[src/rtl/spdma_pkg.sv]
package spdma_pkg;

  typedef enum logic [1:0] {
    XF_IDLE  = 2'd0,
    XF_FETCH = 2'd1,
    XF_STORE = 2'd2
  } xfer_state_e;

endpackage

[src/rtl/spdma_rst_sync.sv]
module spdma_rst_sync #(
  parameter int STAGES = 2
) (
  input  logic clk,
  input  logic rst_n,
  output logic rst_sync_n
);

  logic [STAGES-1:0] chain_q;

  always_ff @(posedge clk or negedge rst_n) begin
    if (!rst_n) chain_q <= '0;
    else        chain_q <= {chain_q[STAGES-2:0], 1'b1};
  end

  assign rst_sync_n = chain_q[STAGES-1];

endmodule

[src/rtl/spdma_seq.sv]
module spdma_seq
  import spdma_pkg::*;
(
  input  logic clk,
  input  logic rst_n,
  input  logic trig_we,
  input  logic bus_gnt,
  input  logic last_byte,
  output logic load_page,
  output logic capture,
  output logic advance,
  output logic busy,
  output logic rd_strobe,
  output logic wr_strobe,
  output logic done
);

  xfer_state_e state_q, state_d;
  logic        done_q, done_d;

  // Next-state and output decode.
  always_comb begin
    state_d   = state_q;
    load_page = 1'b0;
    capture   = 1'b0;
    advance   = 1'b0;
    rd_strobe = 1'b0;
    wr_strobe = 1'b0;
    done_d    = 1'b0;
    unique case (state_q)
      XF_IDLE: begin
        if (trig_we) begin
          load_page = 1'b1;
          state_d   = XF_FETCH;
        end
      end
      XF_FETCH: begin
        rd_strobe = 1'b1;
        if (bus_gnt) begin
          capture = 1'b1;
          state_d = XF_STORE;
        end
      end
      XF_STORE: begin
        wr_strobe = 1'b1;
        advance   = 1'b1;
        if (last_byte) begin
          done_d  = 1'b1;
          state_d = XF_IDLE;
        end else begin
          state_d = XF_FETCH;
        end
      end
      default: state_d = XF_IDLE;
    endcase
  end

  always_ff @(posedge clk or negedge rst_n) begin
    if (!rst_n) begin
      state_q <= XF_IDLE;
      done_q  <= 1'b0;
    end else begin
      state_q <= state_d;
      done_q  <= done_d;
    end
  end

  assign busy = (state_q != XF_IDLE);
  assign done = done_q;

endmodule

[src/rtl/spdma_addr_gen.sv]
module spdma_addr_gen #(
  parameter int PAGE_W = 8,
  parameter int IDX_W  = 8
) (
  input  logic                    clk,
  input  logic                    rst_n,
  input  logic                    load_page,
  input  logic [PAGE_W-1:0]       page_in,
  input  logic                    advance,
  output logic [PAGE_W+IDX_W-1:0] src_addr,
  output logic                    last_byte
);

  localparam logic [IDX_W-1:0] IDX_LAST = {IDX_W{1'b1}};

  logic [PAGE_W-1:0] page_q, page_d;
  logic [IDX_W-1:0]  idx_q, idx_d;
  logic              page_en, idx_en;

  always_comb begin
    page_en = load_page;
    page_d  = page_in;
    idx_en  = load_page | advance;
    idx_d   = load_page ? '0 : idx_q + 1'b1;
  end

  always_ff @(posedge clk or negedge rst_n) begin
    if (!rst_n) begin
      page_q <= '0;
      idx_q  <= '0;
    end else begin
      if (page_en) page_q <= page_d;
      if (idx_en)  idx_q  <= idx_d;
    end
  end

  assign src_addr  = {page_q, idx_q};
  assign last_byte = (idx_q == IDX_LAST);

endmodule

[src/rtl/spdma_data_hold.sv]
module spdma_data_hold #(
  parameter int DATA_W = 8
) (
  input  logic              clk,
  input  logic              rst_n,
  input  logic              capture,
  input  logic [DATA_W-1:0] din,
  output logic [DATA_W-1:0] dout
);

  logic [DATA_W-1:0] hold_q, hold_d;
  logic              hold_en;

  always_comb begin
    hold_en = capture;
    hold_d  = din;
  end

  always_ff @(posedge clk or negedge rst_n) begin
    if (!rst_n)       hold_q <= '0;
    else if (hold_en) hold_q <= hold_d;
  end

  assign dout = hold_q;

endmodule

[src/rtl/sprite_page_dma.sv]
module sprite_page_dma #(
  parameter int DATA_W = 8,
  parameter int PAGE_W = 8,
  parameter int IDX_W  = 8,
  parameter int SYNC_STAGES = 2,
  localparam int ADDR_W = PAGE_W + IDX_W
) (
  input  logic              clk,
  input  logic              rst_n,
  input  logic              trig_we,
  input  logic [PAGE_W-1:0] trig_page,
  output logic              stall,
  output logic [ADDR_W-1:0] bus_addr,
  output logic              bus_rd,
  input  logic [DATA_W-1:0] bus_rdata,
  input  logic              bus_gnt,
  output logic              spr_we,
  output logic [DATA_W-1:0] spr_wdata,
  output logic              done
);

  logic rst_int_n;
  logic load_page, capture, advance, last_byte;

  spdma_rst_sync #(.STAGES(SYNC_STAGES)) u_rst (
    .clk        (clk),
    .rst_n      (rst_n),
    .rst_sync_n (rst_int_n)
  );

  spdma_seq u_seq (
    .clk       (clk),
    .rst_n     (rst_int_n),
    .trig_we   (trig_we),
    .bus_gnt   (bus_gnt),
    .last_byte (last_byte),
    .load_page (load_page),
    .capture   (capture),
    .advance   (advance),
    .busy      (stall),
    .rd_strobe (bus_rd),
    .wr_strobe (spr_we),
    .done      (done)
  );

  spdma_addr_gen #(.PAGE_W(PAGE_W), .IDX_W(IDX_W)) u_addr (
    .clk       (clk),
    .rst_n     (rst_int_n),
    .load_page (load_page),
    .page_in   (trig_page),
    .advance   (advance),
    .src_addr  (bus_addr),
    .last_byte (last_byte)
  );

  spdma_data_hold #(.DATA_W(DATA_W)) u_data (
    .clk     (clk),
    .rst_n   (rst_int_n),
    .capture (capture),
    .din     (bus_rdata),
    .dout    (spr_wdata)
  );

endmodule

[config.mk]
export PLATFORM = sky130hd
export DESIGN_NAME = sprite_page_dma
export DESIGN_NICKNAME = d
export VERILOG_FILES = /design/src/rtl/spdma_pkg.sv /design/src/rtl/spdma_rst_sync.sv /design/src/rtl/spdma_seq.sv /design/src/rtl/spdma_addr_gen.sv /design/src/rtl/spdma_data_hold.sv /design/src/rtl/sprite_page_dma.sv
export SDC_FILE = /design/constraint.sdc
export NUM_CORES = 1
export LEC_CHECK = 0
export CAP_MARGIN = 5
export CORE_ASPECT_RATIO = 0.75
export CORE_MARGIN = 3
export CORE_UTILIZATION = 27
export CTS_CLUSTER_DIAMETER = 200
export CTS_CLUSTER_SIZE = 14
export DETAILED_ROUTE_END_ITERATION = 10
export MAX_ROUTING_LAYER = met4
export PLACE_DENSITY = 0.55
export SETUP_SLACK_MARGIN = 0.5
export SYNTH_ARGS = -nofsm -noshare
export SYNTH_HDL_FRONTEND = slang
export SYNTH_HIERARCHICAL = 1
export SYNTH_SLANG_ARGS = --single-unit
[constraint.sdc]
create_clock -name clk -period 1.1 [get_ports clk]
set_input_delay 0.22 -clock clk [delete_from_list [all_inputs] [get_ports clk]]
set_output_delay 0.22 -clock clk [all_outputs]
set_load 0.05 [all_outputs]
==> summary.md <==
Status
* complete, but fails checks — run status
* setup timing — violations in the final reports

Synthesis
* 1.01% — arithmetic-cell share of the synthesized area counting full adders, half adders and majority gates
* 29 — flip-flop and latch count after synthesis
* 92 — number of instances in the synthesized netlist
* dfrtp_1 — most numerous cell in the Yosys netlist
* 6 — Synth Warn #
* 12.7% — Synth Area in Simple Gates
* dfrtp_1 — most common flop cell mapped by yosys
* 113 — net count of the mapped netlist
* 58.6% — part of the Yosys area used for sequential elements
* dfrtp_1 — cell type contributing the most total cell area after synthesis
* 1240 µm² — Netlist Area Pre-Place
* 17.8% — portion of netlist area occupied by mux cells
* 100% — fraction of synthesis flops using an asynchronous set or reset pin
* 0 — number of enable flip-flop cells after synthesis
* multiplexers — combinational family with the most area after synthesis
* 13.5 µm² — mean cell area of the mapped netlist
* 3.54% — Compound-Gate Fraction of Synth Area
* 2.83% — xor and xnor fraction of the mapped netlist area
* 27 — number of distinct library cells after synthesis
* 58.6% — share of the synthesized area in the top cell type
* dfrtp_1 59%, mux2_4 9.7%, mux2_2 7.3% — synth top area cells
* 29 x dfrtp_1, 8 x mux2_2, 8 x mux2_4, 7 x nor2_1, 4 x o21ai_0 — most used standard cells in the synthesized netlist

Clock network
* 0 — cts hold-fix bufs
* 5 — cts bufs inserted
* 2 — maximum number of buffers from clock root to sink
* 29 — clock tree sinks
* 280 ps — Skew-Pair Late Insertion Delay
* built — CTS tree
* 60 ps — CTS clock-pin slew for the worst setup and hold paths
* clkbuf_8 — clock root buffer
* 2 — maximum level of the CTS H-tree

Final layout
* 2590 µm² — final non-filler cell area
* 0 — antenna diode count
* 200 — number of nets in the layout
* 109% — relative area change from synthesis to final layout
* 61.2% — fin util
* 235 — non-filler cells in the finished layout
* 70.0% — fraction of final layout cells sized beyond drive strength 1

Setup path
* register — startpoint types
* 6 — Register-to-Register Path Depth
* 410 ps — delay contributed by the slowest stage of the critical path
* buf_6 — library cell appearing most often on the critical path
* 3 — buffers plus inverters on the worst setup path
* 4 — logic depth of the worst path, buffers included
* flip-flops — gate family responsible for the most delay along the worst path
* 3 — maximum fanout along the worst path
* -370 ps — R2R Setup Slk
* 1260 ps — data arrival at the endpoint of the critical path
* buf_6 -> and2b_2 -> buf_6 -> buf_12 — list of cells traversed by the critical path
* reg -> out — critical setup path kind
* dfrtp_1 — cell with the largest stage delay on the worst path
* output port — endpoint class of the critical path
* 880 ps — endpoint required time on the critical path

Placed design
* 2.36 mm — detailed placement HPWL
* 0.838 — Routability Congestion
* 47 — quantity of I/O buffers inserted on ports
* 2230 µm² — placed inst area
* 209 — Post-Place Cells
* -386 ps — Place WS

Timing
* yes — setup repair after global routing missed its margin
* 135% — Period Utilization, post-route
* 5.32 ps — final worst clock skew
* 1480 ps — final period demand of the worst path
* 674 MHz — peak clock frequency supported by timing
* 0 — final max-slew violation count
* -385 ps — final setup margin
* 104 ps — Post-Route Hold Slack
* -8460 ps — final total negative setup slack
* 0 — count of endpoints failing hold in the final timing report
* 36 — Finish-stage setup viols

Pwr
* 1.88 mV — IR Drop Worst-Case VDD
* 7.73 mW — post-layout total power
* 1.15 nW — LEAKAGE
* 2990 nW/µm² — power density cells

Floorplanning
* 5450 µm² — area of the die
* 64.7 µm — DIE HEIGHT
* 84.2 µm — die width
* 4230 µm² — core footprint
* 29.3% — Starting Density
* 48 — count of boundary I/O pins
* 20 — Placement Rows

Routing
* 3.35 mm — Post-Route WL
* 14.2 µm — routed length per placed instance
* 1,015 — vias after detailed routing
* 0 — residual DRC count
* 4 — Detailed Routing Iterations Pass 1
* 0 — number of nets still failing antenna checks after routing
* 4.32 — average via count per standard cell
* 43 — number of design-rule violations left by the first detailed-router iteration

GRT
* 13.6% — overall track demand over capacity in global routing
* 0 — initial antenna violation count
* 1,104 — number of global-route vias before repair
* 5.53 mm — global-route wire length before repair
* 21 — pin count of the biggest net entering global routing
* 0 — GRT Residual Overflow

Run
* 0 — maxcap violations

Min path
* in -> async — type of the most critical hold path

kinds of logic (layout without fill, tap and decap cells):
| family | Yosys count | after routing |
|---|---|---|
| mux | 17 | 17 |
| compound gates | 8 | 8 |
| fa+ha+maj | 1 | 1 |
| buf+inv | 6 | 94 |
| flops | 29 | 29 |
| xor+xnor | 4 | 4 |
| simple gates | 26 | 26 |
| other cells | 1 | 1 |
cell type report:
type / instances / area [µm²]
Fill cell: 332 / 1640
Timing Repair Buffer: 85 / 1100
Sequential cell: 29 / 756
Multi-Input combinational cell: 57 / 554
Clock buffer: 7 / 96.3
Tap cell: 55 / 68.8
Clock inverter: 1 / 5.00
Inverter: 1 / 3.75
power by group:
group          switching, mW  total (mW)  internal (mW)
clock                  0.374       0.938          0.564
combinational           2.17        4.87           2.70
sequential             0.426        1.93           1.50
worst paths after layout:
check | startpoint | end
max | u_seq/state_q[1]$_DFFE_PN0P_ | spr_we
min | rst_n | u_rst/chain_q[0]$_DFF_PN0_
max reg2reg | u_seq/state_q[1]$_DFFE_PN0P_ | u_addr/idx_q[7]$_DFFE_PN0P_
min reg2reg | u_rst/chain_q[1]$_DFF_PN0_ | u_data/dout[7]$_DFFE_PN0P_
max in group asynchronous | u_rst/chain_q[1]$_DFF_PN0_ | u_addr/idx_q[3]$_DFFE_PN0P_
min in group clk | u_rst/chain_q[0]$_DFF_PN0_ | u_rst/chain_q[1]$_DFF_PN0_
per-layer routing:
metal | GRT usage [%] | share of wire (%) | up-vias
met1 | 16.4 | 45 | 499
met3 | 5.08 | 4.3 | 2
met2 | 21.1 | 50 | 31
li1 | - | - | 483
met4 | 4.62 | 0.57 | 0
met5 | - | 0 | -
placed cells by master (no fill, tap or decap), drive strengths merged, types with 2 or more instances in the layout:
master,instances
a21oi,3
and2,3
and2b,2
buf,66
clkbuf,7
clkdlybuf4s50,19
dfrtp,29
mux2,16
nand2,2
nand3,3
nand4,3
nor2,7
nor2b,2
o21ai,4
or3,3
xor2,3
flip-flops by register name, summed over array words and instances (netlist names):
signal         count
u_seq/state_q      2
u_data/dout        8
u_rst/chain_q      2
u_addr/idx_q       8
u_addr/page_q      8
u_seq/done         1
timing repair:
action | 4_1_cts | 5_1_grt
endpoints found under the setup margin | 55 | 55
pin swaps | 7 | 1
resized for setup | 27 | 5
setup buffers | 15 | 2
gates cloned | 1 | 0
Power figures use the tool's default switching activity.
